`src/rtl/eeprom_rd_pkg.sv`:
```
package eeprom_rd_pkg;

  // Source of the next SDA enable value
  typedef enum logic [1:0] {
    SDA_HOLD  = 2'd0,
    SDA_REL   = 2'd1,
    SDA_LOW   = 2'd2,
    SDA_TXBIT = 2'd3
  } sdaSrcE;

  // Which byte is loaded into the transmit shifter
  typedef enum logic [1:0] {
    TX_ADDR_W = 2'd0,
    TX_OFFSET = 2'd1,
    TX_ADDR_R = 2'd2
  } txSelE;

  // Strobes from control to datapath
  typedef struct packed {
    logic   divClr;
    logic   latchReq;
    logic   sclPull;
    sdaSrcE sdaSrc;
    logic   condOk;
    logic   loadTx;
    txSelE  txSel;
    logic   shiftTx;
    logic   sampleRx;
    logic   pushByte;
  } strobeT;

  localparam logic [6:0] DEV_ID = 7'h50;

endpackage

```
`src/rtl/eeprom_rd_datapath.sv`:
```
module eeprom_rd_datapath
  import eeprom_rd_pkg::*;
#(
  parameter int QUARTER_DIV = 78
) (
  input  logic       clk,
  input  logic       rstN,
  input  strobeT     stb,
  input  logic [7:0] startOffset,
  input  logic       sdaIn,
  input  logic       rdReady,
  output logic       tick,
  output logic       sdaBit,
  output logic       outFull,
  output logic       sclOe,
  output logic       sdaOe,
  output logic [7:0] rdData,
  output logic       rdValid
);

  localparam int CW = (QUARTER_DIV > 1) ? $clog2(QUARTER_DIV) : 1;
  localparam logic [CW-1:0] DIV_LAST = CW'(QUARTER_DIV - 1);

  logic [CW-1:0] divCnt;
  logic [7:0]    offReg;
  logic [7:0]    txShift;
  logic [7:0]    rxShift;
  logic          sdaMeta;
  logic          sdaSync;

  // quarter-bit divider
  always_ff @(posedge clk) begin
    if (!rstN || stb.divClr) divCnt <= '0;
    else if (divCnt == DIV_LAST) divCnt <= '0;
    else divCnt <= divCnt + CW'(1);
  end
  assign tick = (divCnt == DIV_LAST);

  // SDA input synchroniser
  always_ff @(posedge clk) begin
    if (!rstN) begin
      sdaMeta <= 1'b1;
      sdaSync <= 1'b1;
    end else begin
      sdaMeta <= sdaIn;
      sdaSync <= sdaMeta;
    end
  end
  assign sdaBit = sdaSync;

  always_ff @(posedge clk) begin
    if (!rstN) offReg <= '0;
    else if (stb.latchReq) offReg <= startOffset;
  end

  // transmit shifter, MSB leaves first
  always_ff @(posedge clk) begin
    if (!rstN) txShift <= '0;
    else if (stb.loadTx) begin
      case (stb.txSel)
        TX_ADDR_W: txShift <= {DEV_ID, 1'b0};
        TX_OFFSET: txShift <= offReg;
        default:   txShift <= {DEV_ID, 1'b1};
      endcase
    end else if (stb.shiftTx) txShift <= {txShift[6:0], 1'b0};
  end

  // receive shifter and output register
  always_ff @(posedge clk) begin
    if (!rstN) begin
      rxShift <= '0;
      rdData  <= '0;
      rdValid <= 1'b0;
    end else begin
      if (stb.sampleRx) rxShift <= {rxShift[6:0], sdaBit};
      if (stb.pushByte) begin
        rdData  <= {rxShift[6:0], sdaBit};
        rdValid <= 1'b1;
      end else if (rdValid && rdReady) begin
        rdValid <= 1'b0;
      end
    end
  end
  assign outFull = rdValid;

  // registered open-drain enables
  always_ff @(posedge clk) begin
    if (!rstN) begin
      sclOe <= 1'b0;
      sdaOe <= 1'b0;
    end else begin
      sclOe <= stb.sclPull;
      case (stb.sdaSrc)
        SDA_HOLD:  sdaOe <= sdaOe;
        SDA_REL:   sdaOe <= 1'b0;
        SDA_LOW:   sdaOe <= 1'b1;
        default:   sdaOe <= ~txShift[7];
      endcase
    end
  end

  // byte held until taken
  p_hold_stream_r5: assert property (@(posedge clk) disable iff (!rstN)
    (rdValid && !rdReady) |=> (rdValid && $stable(rdData)));

  // no new byte pushed over an untaken one
  p_no_overrun_r5: assert property (@(posedge clk) disable iff (!rstN)
    stb.pushByte |-> (!rdValid || rdReady));

  // SDA moves under a high SCL only for START or STOP
  p_sda_scl_high_r3: assert property (@(posedge clk) disable iff (!rstN)
    (!sclOe && !$past(sclOe) && (sdaOe != $past(sdaOe))) |-> $past(stb.condOk));

endmodule

```
`src/rtl/eeprom_rd_ctrl.sv`:
```
module eeprom_rd_ctrl
  import eeprom_rd_pkg::*;
#(
  parameter int MAX_POLL = 8,
  parameter int LEN_W    = 8
) (
  input  logic             clk,
  input  logic             rstN,
  input  logic             startReq,
  input  logic [LEN_W-1:0] byteCount,
  input  logic             tick,
  input  logic             sdaBit,
  input  logic             outFull,
  output strobeT           stb,
  output logic             busy,
  output logic             errFlag
);

  localparam int PW = $clog2(MAX_POLL + 1);

  typedef enum logic [2:0] {ST_IDLE, ST_START, ST_TX, ST_RX, ST_STOP} stateE;
  typedef enum logic [1:0] {SG_ADDR_W, SG_OFFSET, SG_ADDR_R} stageE;

  stateE            state;
  stageE            stage;
  logic [1:0]       phase;
  logic [3:0]       bitIdx;
  logic [PW-1:0]    pollCnt;
  logic [LEN_W-1:0] remaining;
  logic             err;

  logic stall, advance, endPhase, ackSeen, lastByte, dataBit;

  assign stall    = (state == ST_RX) && (bitIdx == 4'd8) && (phase == 2'd0) && outFull;
  assign advance  = tick && !stall;
  assign endPhase = advance && (phase == 2'd3);
  assign ackSeen  = !sdaBit;
  assign lastByte = (remaining == LEN_W'(1));
  assign dataBit  = (bitIdx < 4'd8);

  always_comb begin
    stb = '0;
    stb.sdaSrc = SDA_HOLD;
    stb.txSel  = TX_ADDR_W;
    case (state)
      ST_IDLE: begin
        stb.sdaSrc = SDA_REL;
        if (startReq) begin
          stb.latchReq = 1'b1;
          stb.divClr   = 1'b1;
        end
      end
      ST_START: begin
        stb.condOk  = 1'b1;
        stb.sclPull = (phase == 2'd0);
        stb.sdaSrc  = phase[1] ? SDA_LOW : SDA_REL;
        if (endPhase) begin
          stb.loadTx = 1'b1;
          stb.txSel  = (stage == SG_ADDR_R) ? TX_ADDR_R : TX_ADDR_W;
        end
      end
      ST_TX: begin
        stb.sclPull = !phase[1];
        if (phase != 2'd0) stb.sdaSrc = dataBit ? SDA_TXBIT : SDA_REL;
        if (endPhase && dataBit) stb.shiftTx = 1'b1;
        if (endPhase && !dataBit && ackSeen && stage == SG_ADDR_W) begin
          stb.loadTx = 1'b1;
          stb.txSel  = TX_OFFSET;
        end
      end
      ST_RX: begin
        stb.sclPull = !phase[1];
        if (phase != 2'd0) begin
          if (dataBit) stb.sdaSrc = SDA_REL;
          else stb.sdaSrc = lastByte ? SDA_REL : SDA_LOW;
        end
        if (endPhase && dataBit) begin
          stb.sampleRx = 1'b1;
          stb.pushByte = (bitIdx == 4'd7);
        end
      end
      ST_STOP: begin
        stb.condOk  = 1'b1;
        stb.sclPull = !phase[1];
        case (phase)
          2'd0:    stb.sdaSrc = SDA_HOLD;
          2'd3:    stb.sdaSrc = SDA_REL;
          default: stb.sdaSrc = SDA_LOW;
        endcase
      end
      default: stb.sdaSrc = SDA_REL;
    endcase
  end

  always_ff @(posedge clk) begin
    if (!rstN) begin
      state     <= ST_IDLE;
      stage     <= SG_ADDR_W;
      phase     <= '0;
      bitIdx    <= '0;
      pollCnt   <= '0;
      remaining <= '0;
      err       <= 1'b0;
    end else if (state == ST_IDLE) begin
      if (startReq) begin
        state     <= ST_START;
        stage     <= SG_ADDR_W;
        phase     <= '0;
        bitIdx    <= '0;
        pollCnt   <= '0;
        err       <= 1'b0;
        remaining <= (byteCount == '0) ? LEN_W'(1) : byteCount;
      end
    end else if (advance) begin
      phase <= phase + 2'd1;
      if (phase == 2'd3) begin
        case (state)
          ST_START: begin
            state  <= ST_TX;
            bitIdx <= '0;
          end
          ST_TX: begin
            if (dataBit) bitIdx <= bitIdx + 4'd1;
            else begin
              bitIdx <= '0;
              case (stage)
                SG_ADDR_W: begin
                  if (ackSeen) stage <= SG_OFFSET;
                  else if (pollCnt == PW'(MAX_POLL - 1)) begin
                    err   <= 1'b1;
                    state <= ST_STOP;
                  end else begin
                    pollCnt <= pollCnt + PW'(1);
                    state   <= ST_START;
                  end
                end
                SG_OFFSET: begin
                  if (ackSeen) begin
                    stage <= SG_ADDR_R;
                    state <= ST_START;
                  end else begin
                    err   <= 1'b1;
                    state <= ST_STOP;
                  end
                end
                default: begin
                  if (ackSeen) state <= ST_RX;
                  else begin
                    err   <= 1'b1;
                    state <= ST_STOP;
                  end
                end
              endcase
            end
          end
          ST_RX: begin
            if (dataBit) bitIdx <= bitIdx + 4'd1;
            else if (lastByte) state <= ST_STOP;
            else begin
              remaining <= remaining - LEN_W'(1);
              bitIdx    <= '0;
            end
          end
          default: state <= ST_IDLE;
        endcase
      end
    end
  end

  assign busy    = (state != ST_IDLE);
  assign errFlag = err;

  // attempt counter never passes its bound
  p_poll_bound_r8: assert property (@(posedge clk) disable iff (!rstN)
    pollCnt < PW'(MAX_POLL));

  // an abort always leads through a STOP
  p_err_via_stop_r9: assert property (@(posedge clk) disable iff (!rstN)
    $rose(err) |-> (state == ST_STOP));

endmodule

```
`src/rtl/eeprom_rd_master.sv`:
```
module eeprom_rd_master
  import eeprom_rd_pkg::*;
#(
  parameter int QUARTER_DIV = 78,
  parameter int MAX_POLL    = 8,
  parameter int LEN_W       = 8
) (
  input  logic             clk,
  input  logic             rstN,
  input  logic             startReq,
  input  logic [7:0]       wordOffset,
  input  logic [LEN_W-1:0] byteCount,
  output logic             busy,
  output logic             errFlag,
  output logic             sclOe,
  output logic             sdaOe,
  input  logic             sdaIn,
  output logic [7:0]       rdData,
  output logic             rdValid,
  input  logic             rdReady
);

  strobeT stb;
  logic   tick;
  logic   sdaBit;
  logic   outFull;

  eeprom_rd_ctrl #(.MAX_POLL(MAX_POLL), .LEN_W(LEN_W)) u_ctrl (
    .clk(clk), .rstN(rstN), .startReq(startReq), .byteCount(byteCount),
    .tick(tick), .sdaBit(sdaBit), .outFull(outFull), .stb(stb),
    .busy(busy), .errFlag(errFlag)
  );

  eeprom_rd_datapath #(.QUARTER_DIV(QUARTER_DIV)) u_dp (
    .clk(clk), .rstN(rstN), .stb(stb), .startOffset(wordOffset),
    .sdaIn(sdaIn), .rdReady(rdReady), .tick(tick), .sdaBit(sdaBit),
    .outFull(outFull), .sclOe(sclOe), .sdaOe(sdaOe),
    .rdData(rdData), .rdValid(rdValid)
  );

endmodule

```
`config.mk`:
```
export PLATFORM = sky130hd
export DESIGN_NAME = eeprom_rd_master
export DESIGN_NICKNAME = d
export VERILOG_FILES = /design/src/rtl/eeprom_rd_pkg.sv /design/src/rtl/eeprom_rd_datapath.sv /design/src/rtl/eeprom_rd_ctrl.sv /design/src/rtl/eeprom_rd_master.sv
export SDC_FILE = /design/constraint.sdc
export NUM_CORES = 1
export LEC_CHECK = 0
export BUFFER_PORTS_ARGS = -buffer_cell sky130_fd_sc_hd__buf_2
export CORE_MARGIN = 3
export CORE_UTILIZATION = 55
export DETAILED_ROUTE_END_ITERATION = 8
export PLACE_DENSITY = 0.74
export SLEW_MARGIN = 15
export SYNTH_ARGS = -nofsm -noshare
export SYNTH_HDL_FRONTEND = slang
export SYNTH_SLANG_ARGS = --single-unit
```
`constraint.sdc`:
```
create_clock -name clk -period 2.4 [get_ports clk]
set_input_delay 0 -clock clk [delete_from_list [all_inputs] [get_ports clk]]
set_output_delay 0 -clock clk [all_outputs]
set_load 0.02 [all_outputs]
```
Word-level counts from Yosys, hierarchy flattened --
Index checks and enable logic that the tools add are counted.
Word-level totals: bits of input ports 21, register bits 67, output and inout bits 13, word-level logic and storage cells 177
Operators by class: mux-type cells 83, $lt $le $gt $ge 1, $add $sub $neg 5, equal/unequal tests 27, reductions and logical operators 43, bitwise logic cells 1
Operators by type and width (count):
- 8-bit two-way mux | 10
- 4-bit two-way mux | 15
- 2-bit two-way mux | 21
- 3-bit two-way mux | 13
- 2-bit nonzero test | 9
- 8-bit one-hot mux with 2 select lines | 1
- 8-bit AND reduction | 2
- 3-bit inequality test, second input constant | 5
- 1-bit two-way mux | 14
- 7-bit AND reduction | 2
- 3-bit one-hot mux with 2 select lines | 2
- 4-bit one-hot mux with 3 select lines | 1
- 1-bit logical AND | 10
- 3-bit one-hot mux with 3 select lines | 1
- 4-bit by 1-bit adder with 4-bit output, second input constant | 2
- 4-bit by 3-bit equality test with 1-bit output, second input constant | 2
- 8-bit by 1-bit equality test with 1-bit output, second input constant | 1
- 2-bit logical NOT | 4
- 8-bit logical NOT | 1
- 2-bit one-hot mux with 2 select lines | 2
- 2-bit one-hot mux with 4 select lines | 1
- 8-bit by 1-bit subtractor with 8-bit output, second input constant | 1
- 7-bit by 1-bit adder with 7-bit output, second input constant | 1
- 7-bit equality test, second input constant | 1
- 26 further kinds | 38

Depth between registers and ports, before layout --
Gate-level depths: netlist of run 1.
word-level depth 15, gate-level depth with buffers 13, gate-level depth less buffers 13

By module --
From an unflattened synthesis of run 1, not the netlist that was laid out.
Second synthesis, totals: cell total of the unflattened synthesis 398, area, all modules 3493.4 sq um
By module, submodules not included:
- eeprom_rd_datapath | area an instance 1751.7 sq um, times used 1, cells each 170, sequential area each 860.8 sq um
- eeprom_rd_ctrl | area an instance 1741.7 sq um, times used 1, cells each 228, sequential area each 480.5 sq um

Worst setup path after synthesis of run 1 --
OpenSTA, ideal clock, no wires.
path type flip-flop to flip-flop, from register u_ctrl.remaining[0], to register u_dp.sdaOe, cell stages (with the launch flop) 12, required time 2.272 ns, arrival 2.064 ns, path buffers 0, path slack 0.209 ns, cell sequence dfxtp_1 -> ha_1 -> nor4b_2 -> nand2_1 -> and3_1 -> o21ai_0 -> o21a_1 -> ha_1 -> a21oi_1 -> nor2_1 -> a21oi_1 -> nor2_1
On the way: cells in the longest elaborated chain, start to end 7, elaborated cells on any way between the ends 9
Ends and longest elaborated chain:
- start: declaration | line eeprom_rd_ctrl.sv:29 | logic [LEN_W-1:0] remaining;
- start signal: assignment | line eeprom_rd_ctrl.sv:112 | remaining <= (byteCount == '0) ? LEN_W'(1) : byteCount;
- start signal: assignment | line eeprom_rd_ctrl.sv:160 | remaining <= remaining - LEN_W'(1);
- 8-bit by 1-bit equality test with 1-bit output (*) | line eeprom_rd_ctrl.sv:38 | assign lastByte = (remaining == LEN_W'(1));
- 2-bit two-way mux (*) | line eeprom_rd_ctrl.sv:75 | else stb.sdaSrc = lastByte ? SDA_REL : SDA_LOW;
- 2-bit two-way mux (*) | line eeprom_rd_ctrl.sv:74 | if (dataBit) stb.sdaSrc = SDA_REL;
- 2-bit two-way mux (*) | line eeprom_rd_ctrl.sv:73 | if (phase != 2'd0) begin
- 2-bit one-hot mux with 4 select lines (*) | line eeprom_rd_ctrl.sv:45 | case (state)
- 2-bit equality test (tied with other cells) | line eeprom_rd_datapath.sv:93 | case (stb.sdaSrc)
- 1-bit one-hot mux with 3 select lines | line eeprom_rd_datapath.sv:93
- end signal: assignment | line eeprom_rd_datapath.sv:94 | SDA_HOLD: sdaOe <= sdaOe;
- end signal: assignment | line eeprom_rd_datapath.sv:97 | default: sdaOe <= ~txShift[7];
- end: declaration | line eeprom_rd_datapath.sv:16 | output logic sdaOe,
Every way passes the cells marked *; elsewhere a longest branch is shown, timed or not. A chain may end at the register's enable or synchronous reset.

Worst setup path in the final report of run 1 --
from register u_ctrl.phase[1], to register u_ctrl.bitIdx[0]
On the way: cells in the longest elaborated chain, start to end 7, elaborated cells on any way between the ends 9
Ends and longest elaborated chain:
- start: declaration | line eeprom_rd_ctrl.sv:26 | logic [1:0] phase;
- start signal: assignment | line eeprom_rd_ctrl.sv:115 | phase <= phase + 2'd1;
- 2-bit logical NOT | line eeprom_rd_ctrl.sv:34 | assign stall = (state == ST_RX) && (bitIdx == 4'd8) && (phase == 2'd0) && outFull;
- 1-bit logical AND (2 in a row) | line eeprom_rd_ctrl.sv:34
- 1-bit logical NOT | line eeprom_rd_ctrl.sv:35 | assign advance = tick && !stall;
- 1-bit logical AND | line eeprom_rd_ctrl.sv:35
- 2-bit nonzero test (no line)
- 5-bit AND reduction (no line) (*)
- end signal: assignment | line eeprom_rd_ctrl.sv:123 | if (dataBit) bitIdx <= bitIdx + 4'd1;
- end signal: assignment | line eeprom_rd_ctrl.sv:157 | if (dataBit) bitIdx <= bitIdx + 4'd1;
- end: declaration | line eeprom_rd_ctrl.sv:27 | logic [3:0] bitIdx;
Marked as above.

==> metrics.md, run 1 <==
| Metric | Value |
|---|---|
| Commonest cells post-synth | `dfxtp_1 (67), nand2_1 (56), nor2_1 (42), a21oi_1 (22), o21ai_0 (22)` |
| GR Util All Layers | `23.53%` |
| Clock skew | `0.01010 ns` |
| Syn Inst Count | `419` |
| Vias after detailed routing | `~3200` |
| Final Max Slew Viols | `0` |
| Startpoint Class | `register` |
| CP Class | `register to register` |
| Critical Path AT | `approximately 2.5 ns` |
| Async set-reset flop share out of synthesis | `0%` |
| Via density | `roughly 5.9` |
| Share of layout cells above drive strength 1 | `about 17%` |
| DRT Pass-1 Iters | `4` |
| LEAKAGE | `roughly 1.6 nW` |
| Initial antenna violation count | `0` |
| Setup Viol. Count Final | `0` |
| Count of state elements after synthesis | `67` |
| Mapped cell area | `3468 sq um` |
| Root Driver | `clkbuf_8` |
| Largest cells by area after synthesis | `dfxtp_1 (39%), nand2_1 (6.1%), mux2i_1 (4.9%)` |
| Largest family of logic cells by synthesized area | `simple AND/OR/NAND/NOR gates` |
| Yosys warning count | `0` |
| Simple-Gate Fraction of Synth Area | `27.53%` |
| CTS tree | `yes` |
| Final TNS setup | `0 ns` |
| Routability cong. | `0.8543` |
| Row cnt | `28` |
| Most used DFF post-synth | `dfxtp_1` |
| Post-Route WL | `just over 8000 microns` |
| Crit Path Max Fanout | `6` |
| Post-synthesis mux area share | `between 4 and 5%` |
| Final HPWL DP | `between 5000 and 6000 microns` |
| Layout net count | `about 500` |
| Synth top area share | `roughly two fifths` |
| Number of global-route vias before repair | `3013` |
| Clock Pin Slew Worst Setup and Hold Paths | `~0.080 ns` |
| Die Ht | `between 80 and 90 microns` |
| Final Hold Violating Endpoints | `0` |
| Power Total | `~2.7 mW` |
| Final Cycle Share | `approximately 94%` |
| Outcome | `completed` |
| Avg WL per Cell | `14.97 microns` |
| Worst vdd ir | `between 0.6 and 0.7 mV` |
| Count leader, synth | `dfxtp_1` |
| Io pins | `34` |
| Critical Path RT | `roughly 2.7 ns` |
| CP Capture Type | `register` |
| Placed inst area | `approximately 3800 sq um` |
| Worst Tran Pin Value | `0.5696 ns` |
| Fill count | `about 500` |
| Core ar. | `between 6000 and 7000 sq um` |
| Total grt overflow | `0` |
| EDFF count, synth | `0` |
| Syn_area_per_cell | `8.278 sq um` |
| Clock buffer depth | `2` |
| Die area | `around 7300 sq um` |
| # diodes | `0` |
| First-pass GRT wire length | `roughly 14000 microns` |
| Clk_lat worst skew | `around 0.35 ns` |
| Mapped Nets | `between 400 and 500` |
| Final hold slack | `about 0.028 ns` |
| Worst min path class | `primary input to register` |
| Clock sinks | `between 60 and 70` |
| Synth Area in Compound Gates | `between 10% and 20%` |
| Port Buffers | `33` |
| Seq/Total Area, Yosys | `just under 40%` |
| CTS buffer count | `9` |
| Synth Area in XOR/XNOR | `under 10%` |
| FMAX | `~440 MHz` |
| Fin util | `around two thirds` |
| Pwr dens | `648.8 nW/um^2` |
| DRT antenna net count | `0` |
| Min cycle time layout | `2.255 ns` |
| Die W | `85.41 microns` |
| Max Cap Viol | `0` |
| DR iter-0 viols | `roughly 200` |
| Post-route cell area | `slightly above 4000 sq um` |
| Post-Synth Adder-Cell Area | `between 3 and 4%` |
| Area grow syn2layout | `18.47%` |
| Leading area contributor after synthesis | `dfxtp_1` |
| Initial Utilization | `57.56%` |
| Slew margin rel. | `roughly three fifths` |
| Synth cell types | `64` |
| Largest net degree at the start of global routing | `41` |
| # DRC | `0` |
| H-tree levels | `3` |
==> where the power goes <==
| part | leakage, nW | switching (mW) | internal, mW |
|---|---|---|---|
| clock network | 0.110 | 0.460 | 0.591 |
| registers | 0.544 | 0.0490 | 1.15 |
| logic | 0.988 | 0.242 | 0.172 |
==> sequential cells by signal, indices dropped and copies added (netlist names) <==
| signal | count |
|---|---|
| u_dp.sdaOe | 1 |
| u_dp.rdData | 8 |
| u_dp.txShift | 8 |
| u_ctrl.errFlag | 1 |
| u_dp.sdaMeta | 1 |
| u_dp.rxShift | 7 |
| u_ctrl.state | 3 |
| u_dp.outFull | 1 |
| u_ctrl.remaining | 8 |
| u_dp.sclOe | 1 |
| u_dp.divCnt | 7 |
| u_dp.offReg | 8 |
| u_ctrl.phase | 2 |
| u_ctrl.bitIdx | 4 |
| u_ctrl.pollCnt | 4 |
| u_ctrl.stage | 2 |
| u_dp.sdaBit | 1 |
==> kinds of logic after synthesis <==
| group | Yosys count |
|---|---|
| AND/OR/NAND/NOR | 179 |
| adder cells (fa/ha/maj) | 11 |
| buffers and inverters | 40 |
| XOR/XNOR | 5 |
| multiplexers | 17 |
| AO/OA/AOI/OAI | 100 |
| flip-flops | 67 |
==> what timing repair did <==
action | CTS | global route
hold buffers | 10 | 0
setup endpoints to repair | 0 | 7
hold endpoints to repair | 10 | 0
resized for setup | 0 | 6
buffers inserted | 0 | 0
==> metrics by stage <==
step	setup WS (ns)	std cells
after floorplan	0.2088	419
after detailed placement	0.1139	520
final	0.1452	546
after global placement	0.1465	520
after global routing	-0.008676	546
after CTS	0.09506	546
==> area by class of cell <==
cell class	instances	area, sq um	share of cell area [%]
clock buffers	9	123.9	3.015
clock inverters	7	102.6	2.497
inverters	15	56.30	1.370
multi-input cells	312	1989	48.42
flip-flops and latches	67	1343	32.67
well taps	75	93.84	2.284
repair buffers	61	400.4	9.744
==> critical path, stage by stage (launching register included) <==
cell and delay (ns):
dfxtp_1 0.40, inv_1 0.11, ha_1 0.24, and4b_4 0.26, a2111o_1 0.49, o21ai_2 0.24
buf_4 0.19, a21oi_1 0.06, a211oi_1 0.19
==> metal layers <==
layer | track usage [%] | share of wire, % | vias to the layer above | wire length (microns)
met1 | 30.51 | 45 | 1512 | 3711
met5 | 0 | 0 | - | 0
met2 | 36.16 | 46 | 90 | 3750
li1 | - | - | 1606 | -
met4 | 11.08 | 2.1 | 0 | 172
met3 | 6.602 | 6.6 | 17 | 540
==> worst paths after layout <==
kind	startpoint	end	depth (start not counted)	slack [ns]
max	u_ctrl.phase[1]$_SDFFE_PN0P_	u_ctrl.bitIdx[0]$_SDFFE_PN0P_	8	0.15
min	byteCount[0]	u_ctrl.remaining[0]$_SDFFE_PN0P_	3	0.03
max reg2reg	u_ctrl.phase[1]$_SDFFE_PN0P_	u_ctrl.bitIdx[0]$_SDFFE_PN0P_	8	0.15
min reg2reg	u_dp.sdaMeta$_SDFF_PN1_	u_dp.sdaBit$_SDFF_PN1_	1	0.43
==> cell usage in the layout, fill, tap and decap left out, types with 11 or more instances in the layout <==
cell      n
nand3_1  15
ha_1     11
buf_2    33
inv_1    15
nor2_1   42
nand2_1  56
a21oi_1  22
a31oi_1  18
mux2i_1  17
o21ai_0  20
dfxtp_1  66
buf_4    18
Note: power is estimated with default switching activity, not from simulation.
==> run 2: changes to the inputs <==
CORE_UTILIZATION = 43   (was 55)
PLACE_DENSITY = 0.6   (was 0.74)
==> metrics.md, run 2 (synthesis results as in run 1) <==
| Metric | Value |
|---|---|
| Outcome | `completed` |
| Io pins | `34` |
| Worst R2R Start | `u_ctrl.phase[1]$_SDFFE_PN0P_` |
| Commonest non-fill, non-tap cell in the layout | `dfxtp_1` |
| NetSw | `around 0.73 mW` |
| DRT Pass-1 Iters | `5` |
| Via density | `between 5 and 6` |
| GR Util All Layers | `around a fifth` |
| Post-CTS setup buffer count | `0` |
| # DRC | `0` |
| Area of the multi-input gates | `approximately 2000 sq um` |
| Buf/Inv on CP | `2` |
| CTS tree | `yes` |
| Crit Path Max Fanout | `6` |
| Clock buffer depth | `2` |
| Sw Share | `approximately 29%` |
| FMAX | `450.2 MHz` |
| Clock skew | `0.007468 ns` |
| R2r setup slk | `around 0.18 ns` |
| Area grow syn2layout | `17.60%` |
| LEAKAGE | `1.615 nW` |
| Avg WL per Cell | `15.33 microns` |
| Port Buffers | `33` |
| Critical-path cell list | `inv_1, ha_1, and4b_4, a2111o_1, o21ai_2, buf_4, a21oi_1, a211oi_1` |
| Routability cong. | `approximately 0.83` |
| Root Driver | `clkbuf_8` |
| CP Class | `register to register` |
| DRT antenna net count | `0` |
| Vias after detailed routing | `between 3000 and 4000` |
| CP Capture Type | `register` |
| DR iter-0 viols | `between 200 and 250` |
| Endpoint, Worst Hold | `u_ctrl.remaining[0]$_SDFFE_PN0P_` |
| Die area | `9180 sq um` |
| Final Cycle Share | `~93%` |
| Fill count | `738` |
| Final Hold Violating Endpoints | `0` |
| Final Max Slew Viols | `0` |
| Initial Utilization | `roughly 45%` |
| Internal power | `between 1.5 and 2 mW` |
| Fin util | `52.51%` |
| Worst Tran Pin Value | `0.7201 ns` |
| Startpoint Class | `register` |
| Worst Min Path Start | `byteCount[0]` |
| Core ar. | `roughly 7800 sq um` |
| Number of global-route vias before repair | `2924` |
| Initial antenna violation count | `0` |
| Crit-path slowest cell | `a2111o_1` |
| Most frequent cells in the layout | `dfxtp_1 (66), nand2_1 (56), nor2_1 (42)` |
| Setup Viol. Count Final | `0` |
| Critical Path AT | `2.49 ns` |
| Hold Path Depth | `3` |
| Clock Pin Slew Worst Setup and Hold Paths | `0.07 ns` |
| Largest net degree at the start of global routing | `41` |
| FF+latch area | `1343 sq um` |
| RSZ-0062 raised after global routing | `no` |
| Row cnt | `32` |
| H-tree levels | `3` |
| Clk_lat worst skew | `0.35 ns` |
| Pwr dens | `about 620 nW/um^2` |
| Part of the power in registers | `between 40% and 50%` |
| Critical Path Max Stage Delay | `0.51 ns` |
| Worst min path class | `primary input to register` |
| Final HPWL DP | `roughly 6000 microns` |
| CTS buffer count | `9` |
| Layout net count | `497` |
| Clk pwr share | `35.7%` |
| Total grt overflow | `0` |
| Critical Path RT | `~2.7 ns` |
| Max Cap Viol | `0` |
| Final TNS setup | `0 ns` |
| # diodes | `0` |
| Worst R2R End | `u_ctrl.bitIdx[0]$_SDFFE_PN0P_` |
| Min cycle time layout | `~2.2 ns` |
| Post-Route WL | `~8700 microns` |
| First-pass GRT wire length | `14330 microns` |
| Delay-heaviest family, CP | `compound AO/OA/AOI/OAI gates` |
| Worst vdd ir | `0.4788 mV` |
| Share of layout cells above drive strength 1 | `16.45%` |
| R2R depth | `8` |
| Die W | `95.81 microns` |
| Clock sinks | `67` |
| Slew margin rel. | `between 50% and 60%` |
| Comb pwr share | `about 16%` |
| Die Ht | `95.81 microns` |
-- run 2: cell count changes in the layout (fill, tap and decap cells not counted), sizes merged --
cell / previous run / this run
buf: 51 / 50
bufinv: 2 / 1
clkinv: 4 / 3
-- run 2: layout make-up --
cell class	instances	area share (%)
Tap cell	102	3.129
Timing Repair Buffer	60	9.632
Clock buffer	9	3.037
Multi-Input combinational cell	312	48.53
Clock inverter	5	1.380
Inverter	15	1.380
Sequential cell	67	32.91
-- run 2: routing by layer --
metal | up-vias | share of wire [%] | GRT usage (%)
li1 | 1602 | - | -
met1 | 1501 | 48 | 28.31
met2 | 97 | 44 | 30.46
met4 | 0 | 1.3 | 5.450
met3 | 9 | 6.3 | 5.160
met5 | - | 0 | 0
-- run 2: repair_timing --
action / CTS / global route
hold buffers: 10 / 0
gates resized for setup: 0 / 3
endpoints found under the hold margin: 10 / 0
endpoints found under the setup margin: 0 / 1
-- run 2: worst register-to-register path, delay by kind of cell, from the launching register on --
kind,cells,cell delay (ns)
AOI/OAI and AO/OA,4,1.01
adders and majority gates,1,0.24
buffers and inverters,2,0.27
DFF,1,0.37
and+or+nand+nor,1,0.25
-- run 2: power by group through the flow --
stage	combinational (mW)	sequential, mW	clock [mW]
3_3_place_gp	0.387	1.23	0
5_1_grt	0.455	1.21	0.973
4_1_cts	0.404	1.20	0.932
6_report	0.412	1.21	0.898
3_5_place_dp	0.389	1.23	0
2_1_floorplan	0.274	1.21	0
-- run 2: worst max path at each step --
| stage | from | depth (start not counted) | slack [ns] | end |
|---|---|---|---|---|
| 5_1_grt | u_ctrl.phase[1]$_SDFFE_PN0P_ | 8 | 0.03 | u_ctrl.bitIdx[0]$_SDFFE_PN0P_ |
| 6_report | u_ctrl.phase[1]$_SDFFE_PN0P_ | 8 | 0.18 | u_ctrl.bitIdx[0]$_SDFFE_PN0P_ |
| 3_3_place_gp | u_ctrl.remaining[0]$_SDFFE_PN0P_ | 11 | 0.27 | u_dp.sdaOe$_SDFFE_PN0P_ |
| 4_1_cts | u_ctrl.remaining[0]$_SDFFE_PN0P_ | 11 | 0.15 | u_dp.sdaOe$_SDFFE_PN0P_ |
| 3_5_place_dp | u_ctrl.remaining[0]$_SDFFE_PN0P_ | 11 | 0.17 | u_dp.sdaOe$_SDFFE_PN0P_ |
| 2_1_floorplan | u_ctrl.remaining[0]$_SDFFE_PN0P_ | 11 | 0.21 | u_dp.sdaOe$_SDFFE_PN0P_ |
-- run 2: stage by stage --
step	hold slack [ns]	setup WS [ns]	power [mW]	cell area [sq um]	std cells
floorplan	0.1015	0.2088	1.480	3468	419
finish	0.03786	0.1789	2.518	4079	570
detailed placement	0.1860	0.1731	1.618	3789	546
CTS	0.02384	0.1455	2.539	4069	570
global route	0.03802	0.02502	2.641	4079	570
global placement	0.2028	0.2662	1.614	3789	546
